===== src/rtl/fe_pkg.sv =====
// Package: shared encodings for the converter input front end.
// Assumes: the mode codes are also the values software writes to cfg_mode.
package fe_pkg;

    typedef enum logic [1:0] {
        MODE_LEVEL = 2'd0,  // accept while enable is high
        MODE_FALL  = 2'd1,  // accept once after enable falls
        MODE_RISE  = 2'd2,  // accept once after enable rises
        MODE_BLANK = 2'd3   // pass every cycle, zero while enable is low
    } gate_mode_e;

endpackage


===== src/rtl/fe_port_mux.sv =====
// Module: fe_port_mux
// Picks one converter port (mantissa, exponent, enable) out of NUM_PORTS.
// Assumes: sel_i is below NUM_PORTS; purely combinational, AND-OR structure.
module fe_port_mux #(
    parameter int NUM_PORTS = 2,
    parameter int MANT_W    = 14,
    parameter int EXP_W     = 3,
    localparam int SEL_W    = (NUM_PORTS > 1) ? $clog2(NUM_PORTS) : 1
) (
    input  logic [SEL_W-1:0]  sel_i,
    input  logic [MANT_W-1:0] mant_i [NUM_PORTS],
    input  logic [EXP_W-1:0]  exp_i  [NUM_PORTS],
    input  logic              en_i   [NUM_PORTS],
    output logic [MANT_W-1:0] mant_o,
    output logic [EXP_W-1:0]  exp_o,
    output logic              en_o
);

    logic [MANT_W-1:0] mant_term [NUM_PORTS];
    logic [EXP_W-1:0]  exp_term  [NUM_PORTS];
    logic              en_term   [NUM_PORTS];

    // Per-port gated terms: only the selected port contributes.
    for (genvar g = 0; g < NUM_PORTS; g++) begin : g_term
        logic hit;
        assign hit          = (sel_i == SEL_W'(g));
        assign mant_term[g] = hit ? mant_i[g] : '0;
        assign exp_term[g]  = hit ? exp_i[g]  : '0;
        assign en_term[g]   = hit & en_i[g];
    end

    // OR-reduce the gated terms into the selected port.
    always_comb begin
        mant_o = '0;
        exp_o  = '0;
        en_o   = 1'b0;
        for (int k = 0; k < NUM_PORTS; k++) begin
            mant_o = mant_o | mant_term[k];
            exp_o  = exp_o  | exp_term[k];
            en_o   = en_o   | en_term[k];
        end
    end

endmodule


===== src/rtl/fe_qualify.sv =====
// Module: fe_qualify
// Decides per clock whether the selected sample is taken, from the mode and
// a one-cycle history of the enable level.
// Assumes: clear_i is high on the edge where the configuration changes;
// history is invalid after reset or clear, so no edge is seen on the next edge.
module fe_qualify
    import fe_pkg::*;
(
    input  logic       clk,
    input  logic       rst_n,
    input  gate_mode_e mode_i,
    input  logic       clear_i,
    input  logic       en_i,
    output logic       take_o,
    output logic       blank_o
);

    logic en_prev_q;
    logic hist_vld_q;

    // Enable history: previous level and whether it belongs to this setting.
    always_ff @(posedge clk) begin
        if (!rst_n) begin
            en_prev_q  <= 1'b0;
            hist_vld_q <= 1'b0;
        end else if (clear_i) begin
            en_prev_q  <= 1'b0;
            hist_vld_q <= 1'b0;
        end else begin
            en_prev_q  <= en_i;
            hist_vld_q <= 1'b1;
        end
    end

    // Acceptance rule per mode.
    always_comb begin
        take_o  = 1'b0;
        blank_o = 1'b0;
        unique case (mode_i)
            MODE_LEVEL: take_o = en_i;
            MODE_FALL:  take_o = hist_vld_q & en_prev_q & ~en_i;
            MODE_RISE:  take_o = hist_vld_q & ~en_prev_q & en_i;
            MODE_BLANK: begin
                take_o  = 1'b1;
                blank_o = ~en_i;
            end
            default:    take_o = 1'b0;
        endcase
    end

endmodule


===== src/rtl/fe_out_reg.sv =====
// Module: fe_out_reg
// Output register: loads the sample (or zero when blanked) on a take,
// holds otherwise; valid follows take one cycle later.
// Assumes: take_i and blank_i come from fe_qualify in the same cycle.
module fe_out_reg #(
    parameter int MANT_W = 14,
    parameter int EXP_W  = 3
) (
    input  logic              clk,
    input  logic              rst_n,
    input  logic              take_i,
    input  logic              blank_i,
    input  logic [MANT_W-1:0] mant_i,
    input  logic [EXP_W-1:0]  exp_i,
    output logic [MANT_W-1:0] mant_o,
    output logic [EXP_W-1:0]  exp_o,
    output logic              valid_o
);

    // Load-or-hold data register with one-cycle strobe.
    always_ff @(posedge clk) begin
        if (!rst_n) begin
            mant_o  <= '0;
            exp_o   <= '0;
            valid_o <= 1'b0;
        end else begin
            valid_o <= take_i;
            if (take_i) begin
                mant_o <= blank_i ? '0 : mant_i;
                exp_o  <= blank_i ? '0 : exp_i;
            end
        end
    end

endmodule


===== src/rtl/adc_gate_front.sv =====
// Module: adc_gate_front (top)
// Registers the port/mode configuration, selects one of two converter
// ports, qualifies samples by enable mode and registers the result.
// Assumes: one system clock; configuration inputs may change on any cycle
// and apply from the edge after they are registered.
module adc_gate_front
    import fe_pkg::*;
#(
    parameter int MANT_W = 14,
    parameter int EXP_W  = 3
) (
    input  logic              clk,
    input  logic              rst_n,
    input  logic              cfg_port_sel,
    input  logic [1:0]        cfg_mode,
    input  logic [MANT_W-1:0] port_a_mant,
    input  logic [EXP_W-1:0]  port_a_exp,
    input  logic              port_a_en,
    input  logic [MANT_W-1:0] port_b_mant,
    input  logic [EXP_W-1:0]  port_b_exp,
    input  logic              port_b_en,
    output logic [MANT_W-1:0] out_mant,
    output logic [EXP_W-1:0]  out_exp,
    output logic              out_valid
);

    localparam int NUM_PORTS = 2;

    logic              sel_q;
    gate_mode_e        mode_q;
    logic              cfg_change;
    logic [MANT_W-1:0] mant_arr [NUM_PORTS];
    logic [EXP_W-1:0]  exp_arr  [NUM_PORTS];
    logic              en_arr   [NUM_PORTS];
    logic [MANT_W-1:0] sel_mant;
    logic [EXP_W-1:0]  sel_exp;
    logic              sel_en;
    logic              take;
    logic              blank;

    assign mant_arr[0] = port_a_mant;
    assign mant_arr[1] = port_b_mant;
    assign exp_arr[0]  = port_a_exp;
    assign exp_arr[1]  = port_b_exp;
    assign en_arr[0]   = port_a_en;
    assign en_arr[1]   = port_b_en;

    // Detect a pending configuration change.
    assign cfg_change = (cfg_port_sel != sel_q) || (cfg_mode != mode_q);

    // Configuration register.
    always_ff @(posedge clk) begin
        if (!rst_n) begin
            sel_q  <= 1'b0;
            mode_q <= MODE_LEVEL;
        end else begin
            sel_q  <= cfg_port_sel;
            mode_q <= gate_mode_e'(cfg_mode);
        end
    end

    fe_port_mux #(
        .NUM_PORTS (NUM_PORTS),
        .MANT_W    (MANT_W),
        .EXP_W     (EXP_W)
    ) u_mux (
        .sel_i  (sel_q),
        .mant_i (mant_arr),
        .exp_i  (exp_arr),
        .en_i   (en_arr),
        .mant_o (sel_mant),
        .exp_o  (sel_exp),
        .en_o   (sel_en)
    );

    fe_qualify u_qual (
        .clk     (clk),
        .rst_n   (rst_n),
        .mode_i  (mode_q),
        .clear_i (cfg_change),
        .en_i    (sel_en),
        .take_o  (take),
        .blank_o (blank)
    );

    fe_out_reg #(
        .MANT_W (MANT_W),
        .EXP_W  (EXP_W)
    ) u_out (
        .clk     (clk),
        .rst_n   (rst_n),
        .take_i  (take),
        .blank_i (blank),
        .mant_i  (sel_mant),
        .exp_i   (sel_exp),
        .mant_o  (out_mant),
        .exp_o   (out_exp),
        .valid_o (out_valid)
    );

endmodule


===== config.mk =====
export PLATFORM = sky130hd
export DESIGN_NAME = adc_gate_front
export DESIGN_NICKNAME = d
export VERILOG_FILES = /design/src/rtl/fe_pkg.sv /design/src/rtl/fe_port_mux.sv /design/src/rtl/fe_qualify.sv /design/src/rtl/fe_out_reg.sv /design/src/rtl/adc_gate_front.sv
export SDC_FILE = /design/constraint.sdc
export NUM_CORES = 1
export LEC_CHECK = 0
export BUFFER_PORTS_ARGS = -buffer_cell sky130_fd_sc_hd__buf_2
export CORE_ASPECT_RATIO = 1.4
export CORE_MARGIN = 2
export CORE_UTILIZATION = 30
export DETAILED_ROUTE_END_ITERATION = 10
export PLACE_DENSITY = 0.68
export REMOVE_ABC_BUFFERS = 1
export SLEW_MARGIN = 0
export SYNTH_ARGS = -nofsm -noshare
export SYNTH_HDL_FRONTEND = slang
export SYNTH_SLANG_ARGS = --single-unit

===== constraint.sdc =====
create_clock -name clk -period 1.63 [get_ports clk]
set_clock_uncertainty 0.15 [all_clocks]
set_input_delay 0.4075 -clock clk [delete_from_list [all_inputs] [get_ports clk]]
set_output_delay 0.4075 -clock clk [all_outputs]
set_load 0.01 [all_outputs]

# [After elaboration in Yosys (flattened, before gate mapping)]
# Cells that the tools add are included.
[totals] ff_bits=23 inputBits=41 out_inout_bits=18 elab_cells=37
[classes] n_eq_ne=5 muxes=9 bitwise_logic=13 reduce_logical=3
[op_table] op="$mux 14" count=3
[op_table] op="$or 14x14->14" count=1
[op_table] op="$mux 3" count=3
[op_table] op="$and 1x1->1" count=6
[op_table] op="$eq 2x2->1 const B" count=2
[op_table] op="$not 1->1" count=4
[op_table] op="$pmux 1 s4" count=1
[op_table] op="$or 3x3->3" count=1
[op_table] op="$eq 2x1->1 const B" count=1
[op_table] op="$logic_not 2->1" count=1
[op_table] op="$mux 1" count=2
[op_table] op="$ne 2x2->1" count=1
[op_table] op="$reduce_or 2->1" count=1
[op_table] op="$logic_or 1x1->1" count=1
[op_table] op="$ne 1x1->1" count=1
[op_table] op="$or 1x1->1" count=1

# [Logic depth before layout (Yosys ltp)]
# Gate-level depths: netlist of run 1.
[logic_depth] depth_word=6 mapped_depth=6 depth_no_buf=4

# [By module]
# A second synthesis of run 1 with hierarchy kept.
[unflattened] cells_unflattened=120 hier_area_um2=1209.9
[by_module_without_submodules] module="fe_out_reg" n_inst=1 cells_per_inst=78 area_per_inst_um2=726.9 seq_area_each_um2=360.3
[by_module_without_submodules] module="fe_port_mux" n_inst=1 cells_per_inst=20 area_per_inst_um2=271.5 seq_area_each_um2=0.0
[by_module_without_submodules] module="adc_gate_front" n_inst=1 cells_per_inst=10 area_per_inst_um2=111.4 seq_area_each_um2=60.1
[by_module_without_submodules] module="fe_qualify" n_inst=1 cells_per_inst=12 area_per_inst_um2=100.1 seq_area_each_um2=40.0

# [Worst setup path after synthesis of run 1]
# OpenSTA, ideal clock, no wires.
[synth_path] kind="input-to-reg" start="input port port_b_en" end="register u_out.mant_o[1]" setup_ns=0.072 arrival_ns=1.387 required_time_ns=1.408 setup_slack_ns=0.021 stages=6 path_buffers=2 path_cell_list="mux2i_1 nor2b_1 o31ai_1 buf_4 buf_8 mux2i_1"
[synth_via] elab_chain_cells=5 word_cells_on_any_way=8 cone_classes="mux: 3; bitwise: 5"
[synth_rtl] element="start, declared" line="adc_gate_front.sv:21" source="input logic port_b_en,"
[synth_rtl] element="$and 1x1->1 (*)" line="fe_port_mux.sv:29" source="assign en_term[g] = hit & en_i[g];"
[synth_rtl] element="$or 1x1->1 (*)" line="fe_port_mux.sv:40" source="en_o = en_o | en_term[k];"
[synth_rtl] element="$not 1->1" line="fe_qualify.sv:41, fe_qualify.sv:45"
[synth_rtl] element="$and 1x1->1 or $mux 1 (tied branches)" line="fe_qualify.sv:41, fe_qualify.sv:39"
[synth_rtl] element="$pmux 1 s4 or $mux 14 (tied branches)" line="fe_qualify.sv:39, fe_out_reg.sv:29"
[synth_rtl] element="end signal, assigned" line="fe_out_reg.sv:29" source="mant_o <= blank_i ? '0 : mant_i;"
[synth_rtl] element="end, declared" line="fe_out_reg.sv:15" source="output logic [MANT_W-1:0] mant_o,"
# Mark *: on every way between the ends. The rest lies on a longest branch, timed or not.
# A chain may end at the register's enable or synchronous reset.

# [Worst setup path in the final report of run 1]
[layout_path] start="register sel_q" end="register u_out.exp_o[1]"
[layout_via] elab_chain_cells=6 word_cells_on_any_way=13 cone_classes="mux: 5; bitwise: 8"
[layout_rtl] element="start, declared" line="adc_gate_front.sv:29" source="logic sel_q;"
[layout_rtl] element="start signal, assigned" line="adc_gate_front.sv:57" source="sel_q <= cfg_port_sel;"
[layout_rtl] element="$not 1->1" line="fe_port_mux.sv:26" source="assign hit = (sel_i == SEL_W'(g));"
[layout_rtl] element="$and 1x1->1" line="fe_port_mux.sv:29"
[layout_rtl] element="$or 1x1->1" line="fe_port_mux.sv:40"
[layout_rtl] element="$not 1->1" line="fe_qualify.sv:41, fe_qualify.sv:45"
[layout_rtl] element="$and 1x1->1 or $mux 1 (tied branches)" line="fe_qualify.sv:41, fe_qualify.sv:39"
[layout_rtl] element="$pmux 1 s4 or $mux 3 (tied branches)" line="fe_qualify.sv:39, fe_out_reg.sv:30"
[layout_rtl] element="end signal, assigned" line="fe_out_reg.sv:30" source="exp_o <= blank_i ? '0 : exp_i;"
[layout_rtl] element="end, declared" line="fe_out_reg.sv:16" source="output logic [EXP_W-1:0] exp_o,"
# Several ways; a longest one is shown, not always the timed one.

==> run_results.csv, run 1 <==
group,metric,value,unit
setup_path,worstReg2RegStart,"sel_q$_SDFF_PN0_",
cells_and_area,fin_nets,224,
clock_tree,clockBufferDepth,2,
timing,tightest_slew,0.345,ns
route,wire_per_inst,11.1,um
timing,slew_violations,0,
global_routing,gr-usage-all-layers,12.6,%
cells_and_area,area_growth,38.4,%
floorplan,ios,59,
timing,fmax,648,MHz
setup_path,r2r_end,"u_out.exp_o[1]$_SDFFE_PN0P_",
logic_synthesis,avgSynthCellArea,9.47,sq um
logic_synthesis,syn_inst,120,
logic_synthesis,synth-seq-area-share,40.5,%
timing,rsz0062_at_grt,"no",
logic_synthesis,synth_cell_types,21,
timing,setup_viol,0,
floorplan,dieArea,0.00430,sq mm
route,initialDrtViolationCount,11,
cells_and_area,utilization,43.2,%
route,antenna_left,0,
floorplan,die_h,76.8,um
timing,tns,0,ns
floorplan,initial_utilization,31.2,%
placement,dpl.hpwl,1950,um
logic_synthesis,synth_fa_ha_area_share,0,%
global_routing,grt_pass1_vias,1056,
cells_and_area,drive_above_1_share,49.5,%
setup_path,critPathRequiredTime,1.67,ns
global_routing,antenna_found_initial,0,
timing,period_needed,1.54,ns
route,first_pass_iters,2,
logic_synthesis,synth_area,0.00114,sq mm
power_and_ir_drop,cellPowerDensity,824,mW/mm^2
placement,dp_cells,220,
logic_synthesis,muxShareOfSynthArea,32.7,%
setup_path,reg2reg_depth,5,
cells_and_area,fin_area,0.00157,sq mm
floorplan,fp-row-count,26,
timing,finalCritPeriodShare,94.7,%
placement,placed_cell_area,0.00152,sq mm
setup_path,end_kind,"flip-flop",
route,drt_wl_total,2480,um
logic_synthesis,yosysWarnings,0,
clock_tree,cts_tree,"done",
logic_synthesis,yosys.area_share.simple,18.2,%
logic_synthesis,synthXorXnorAreaFrac,2.31,%
cells_and_area,final_cell_mix,"buf_2, nand2_1, dfxtp_1",
cells_and_area,fin_cells,224,
power_and_ir_drop,power_leakage,0.768,nW
global_routing,grt_max_degree,23,
cells_and_area,diodes,0,
run_status,status,"finished clean",
global_routing,overflow,0,
floorplan,die_w,56.0,um
global_routing,grt_pass1_wl,4420,um
setup_path,reg2reg_slack,0.09,ns
hold_path,min_from,"cfg_mode[0]",
setup_path,crit_type,"flip-flop to flip-flop",
clock_tree,clock-root-buffer,"clkbuf_8",
timing,relSlewSlack,77.0,%
route,vias,1010,
setup_path,arrival,1.59,ns
power_and_ir_drop,irDropWorstVdd,0.000437,V
setup_path,cp_max_fo,13,
placement,place.gp.congestion,0.665,
logic_synthesis,synth.largest_area_cell,"dfxtp_1",
logic_synthesis,synth_area_leaders,"dfxtp_1, mux2_2, mux2i_1",
logic_synthesis,synth_compound_area_share,2.20,%
hold_path,hold_class,"input port to flip-flop",
placement,io_buffers,58,
clock_tree,cts_hold_buf,0,
timing,hold_violations,0,
logic_synthesis,synth_top_family_by_area,"multiplexers",
hold_path,min_to,"mode_q[0]$_SDFF_PN0_",
clock_tree,h-tree-depth,1,
clock_tree,cts.sinks,23,
setup_path,startpoint_type,"flip-flop",
route,via_per_inst,4.51,
clock_tree,numCtsBuffers,3,
logic_synthesis,synth_top_area_share,40.5,%
cells_and_area,layout_commonest_cell,"buf_2",
hold_path,min_path_cells,2,
route,drc,0,
clock_tree,clkTransAtPathRegs,0.08,ns
flow_run,drv_cap,0,
floorplan,core-area,0.00364,sq mm
logic_synthesis,ys_ff_latch,23,
clock_tree,worstSkewPairLatency,0.26,ns
==> flip-flops by register name, indices dropped and copies added (netlist names) <==
register / cells
u_out.exp_o: 3
u_out.mant_o: 14
sel_q: 1
u_qual.en_prev_q: 1
mode_q: 2
u_qual.hist_vld_q: 1
u_out.valid_o: 1
==> cell usage after synthesis <==
master and n:
nand2_1 35, inv_1 1, dfxtp_1 23, o31ai_1 1
nor2b_1 3, nor2_1 2, mux2_2 17, buf_8 1
buf_4 1, nor3b_1 1, nand4_1 1, xnor2_1 2
buf_1 2, a31oi_2 1, clkbuf_1 2, mux2i_1 18
a21oi_1 1, and2_1 4, nand3_1 2, xor2_1 1
buf_2 1
==> logic make-up after synthesis <==
family                 count (synthesis)
AND/OR/NAND/NOR                       48
multiplexers                          35
flip-flops                            23
buffers and inverters                  8
AO/OA/AOI/OAI                          3
XOR/XNOR                               3
==> worst max-delay path, cell delays in order, from the launching register on <==
cell	delay, ns
dfxtp_2	0.33
mux2i_2	0.16
nor2b_4	0.14
o31ai_4	0.30
buf_12	0.19
mux2i_1	0.19
==> worst max-delay path by stage <==
stage,cells past startpoint,slack (ns),from,endpoint
global placement,6,-0.02,port_b_en,u_out.valid_o$_SDFF_PN0_
CTS,5,0.05,sel_q$_SDFF_PN0_,u_out.exp_o[1]$_SDFFE_PN0P_
floorplan,4,-1.97,sel_q$_SDFF_PN0_,u_out.exp_o[0]$_SDFFE_PN0P_
finish,5,0.09,sel_q$_SDFF_PN0_,u_out.exp_o[1]$_SDFFE_PN0P_
detailed placement,6,-0.08,port_b_en,u_out.exp_o[1]$_SDFFE_PN0P_
global route,5,0.01,sel_q$_SDFF_PN0_,u_out.mant_o[3]$_SDFFE_PN0P_
==> per-layer routing <==
layer | share of wire, % | wire length, um | vias up | track usage, %
li1 | - | - | 522 | -
met1 | 41 | 1010 | 451 | 14.1
met2 | 52 | 1290 | 35 | 22.7
met3 | 6.7 | 165 | 2 | 3.04
met4 | 0.56 | 14 | 0 | 4.29
met5 | 0 | 0 | - | 0
==> power by group <==
part	leakage, nW	internal (W)	switching, W
Clock	0.0228	0.000174	0.000177
Combinational	0.555	0.000171	0.000139
Sequential	0.190	0.000609	0.0000250
Total	0.768	0.000955	0.000341
==> stage by stage <==
step | hold WS [ns] | total power [W] | setup WS, ns
final | 0.217 | 0.00130 | 0.0858
after global routing | 0.224 | 0.00137 | 0.00957
after CTS | 0.210 | 0.00132 | 0.0479
after detailed placement | 0.293 | 0.000958 | -0.0756
after global placement | 0.289 | 0.000952 | -0.0230
after floorplan | 0.329 | 0.000811 | -1.97
==> what timing repair did <==
action,in CTS,in global routing
buffers inserted,0,0
gates resized for setup,0,4
endpoints found under the hold margin,0,0
endpoints found under the setup margin,0,17
==> layout make-up <==
| cell class | instances | area (sq um) |
|---|---|---|
| fill | 391 | 2070 |
| multi-input combinational | 89 | 654 |
| sequential | 23 | 462 |
| timing repair buffer | 65 | 355 |
| tap | 42 | 52.6 |
| clock buffer | 4 | 45.0 |
| inverter | 1 | 3.75 |
No activity file was read; power rests on OpenSTA's default activity.
==> inputs of run 2 (changes only) <==
==> constraint.sdc (replaced) <==
create_clock -name clk -period 1.63 [get_ports clk]
set_clock_uncertainty 0.15 [all_clocks]
set_input_delay 0.0815 -clock clk [delete_from_list [all_inputs] [get_ports clk]]
set_output_delay 0.0815 -clock clk [all_outputs]
set_load 0.01 [all_outputs]
==> run 2 against run 1 <==
Against the previous run: first-iteration DRC count rose by 9.1%; routed wire length rose by 3.1%; non-clock buffer count rose by 5; cell count rose by 2.2%; register-to-register slack barely moved; sequential power barely moved; worst setup slack got worse by 0.036 ns.
==> run_results.csv, run 2 (synthesis gave the netlist of run 1 again) <==
group,metric,value,unit
run_status,status,"finished clean",
setup_path,startpoint_type,"input port",
timing,period_needed,1.58,ns
cells_and_area,drive_above_1_share,48.1,%
clock_tree,clock-root-buffer,"clkbuf_8",
cells_and_area,utilization,45.0,%
timing,setup_viol,0,
hold_path,hold_class,"input port to flip-flop",
setup_path,end_kind,"flip-flop",
clock_tree,cts_tree,"done",
route,wire_per_inst,11.2,um
clock_tree,numCtsBuffers,3,
timing,finalCritPeriodShare,96.9,%
placement,dpl.hpwl,1870,um
power_and_ir_drop,p_total,0.00130,W
cells_and_area,area_growth,44.3,%
global_routing,gr-usage-all-layers,12.3,%
timing,rsz0062_at_grt,"yes",
cells_and_area,largest_register_ffs,14,
power_and_ir_drop,switchingPower,0.000343,W
timing,fmax,633,MHz
setup_path,crit_type,"input port to flip-flop",
timing,hold_violations,0,
cells_and_area,fin_nets,229,
cells_and_area,final_cell_mix,"buf_2, nand2_1, dfxtp_1",
global_routing,overflow,0,
timing,relSlewSlack,74.9,%
clock_tree,worstSkewPairLatency,0.26,ns
placement,io_buffers,58,
clock_tree,cts.sinks,23,
route,initialDrtViolationCount,12,
route,via_per_inst,4.43,
timing,slew_violations,0,
power_and_ir_drop,p_seq_share,48.7,%
placement,place.gp.congestion,0.686,
route,first_pass_iters,4,
clock_tree,clockBufferDepth,2,
global_routing,grt_pass1_vias,1042,
power_and_ir_drop,p_int,0.000962,W
floorplan,die_h,76.8,um
global_routing,antenna_found_initial,0,
global_routing,grt_max_degree,23,
power_and_ir_drop,irDropWorstVdd,0.000358,V
route,drt_wl_total,2560,um
cells_and_area,largestRegisters,"u_out.mant_o x14, u_out.exp_o x3, mode_q x2",
cells_and_area,fill_cells,381,
timing,tightest_slew,0.376,ns
power_and_ir_drop,clkPwrFrac,26.4,%
floorplan,dieArea,0.00430,sq mm
flow_run,drv_cap,0,
power_and_ir_drop,combinationalPowerShare,24.9,%
floorplan,core-area,0.00364,sq mm
cells_and_area,regMostFlops,"u_out.mant_o",
route,drc,0,
power_and_ir_drop,cellPowerDensity,796,mW/mm^2
clock_tree,h-tree-depth,1,
cells_and_area,layout_commonest_cell,"buf_2",
floorplan,initial_utilization,31.2,%
floorplan,fp-row-count,26,
clock_tree,clkTransAtPathRegs,0.08,ns
setup_path,arrival,1.59,ns
global_routing,grt_pass1_wl,4320,um
power_and_ir_drop,power_switching_share,26.3,%
setup_path,critPathRequiredTime,1.64,ns
cells_and_area,diodes,0,
route,vias,1015,
route,antenna_left,0,
timing,hold_slack,0.0593,ns
floorplan,ios,59,
power_and_ir_drop,power_leakage,0.792,nW
setup_path,cp_max_fo,6,
floorplan,die_w,56.0,um
run 2: cell count changes in the layout (fill, tap and decap cells not counted), sizes merged:
cell         previous run  this run
clkinv                  0         1
dlygate4sd3             0         5
clkbuf                  4         3
run 2: timing repair:
action	CTS	global route
pin swaps	0	3
gates resized for setup	2	4
setup buffers	1	2
setup endpoints to repair	18	18
hold buffers	5	0
hold endpoints to repair	5	0
run 2: final cells by class:
class                      instances  area [sq um]  share of cell area [%]
multi-input combinational         89           656                    40.0
sequential                        23           462                    28.2
timing repair buffer              70           419                    25.6
tap                               42          52.6                    3.21
clock buffer                       3          41.3                    2.52
clock inverter                     1          5.00                   0.305
inverter                           1          3.75                   0.229
run 2: worst max-delay path: stages:
cell and delay [ns]:
dlygate4sd3_1 0.54, buf_2 0.13, mux2i_2 0.18, nor2b_1 0.25, o31ai_4 0.10, buf_6 0.15, and2_1 0.15
run 2: metrics by stage:
| stage | cells | setup WS, ns | cell area (sq um) | TNS (ns) |
|---|---|---|---|---|
| 2_1_floorplan | 113 | -1.97 | 1090 | -35.34 |
| 3_3_place_gp | 218 | 0.00595 | 1490 | 0 |
| 3_5_place_dp | 218 | -0.0700 | 1490 | -0.873 |
| 4_1_cts | 228 | 0.0188 | 1600 | 0 |
| 5_1_grt | 229 | 0.00113 | 1640 | 0 |
| 6_report | 229 | 0.0500 | 1640 | 0 |
run 2: worst paths after layout:
path                                             startpoint                     endpoint  slack, ns  cells past startpoint
worst max-delay path                              port_a_en     u_out.valid_o$_SDFF_PN0_       0.05                      7
worst min-delay path                          port_a_exp[0]  u_out.exp_o[0]$_SDFFE_PN0P_       0.06                      4
worst max register to register             sel_q$_SDFF_PN0_     u_out.valid_o$_SDFF_PN0_       0.09                      5
worst min register to register  u_out.exp_o[1]$_SDFFE_PN0P_  u_out.exp_o[1]$_SDFFE_PN0P_       0.31                      2
run 2: power by group through the flow:
stage	registers, W	clock network, W	logic (W)
CTS	0.000635	0.000360	0.000316
floorplan	0.000671	0	0.000140
global placement	0.000645	0	0.000296
finish	0.000635	0.000344	0.000325
detailed placement	0.000646	0	0.000300
global route	0.000642	0.000385	0.000359
run 2: layer usage:
metal,wire [um],global-route usage [%],vias to the layer above,share of wire [%]
met2,1320,23.2,33,52
li1,-,-,533,-
met4,0,3.57,0,0
met3,140,2.36,0,5.5
met5,0,0,-,0
met1,1100,13.5,449,43
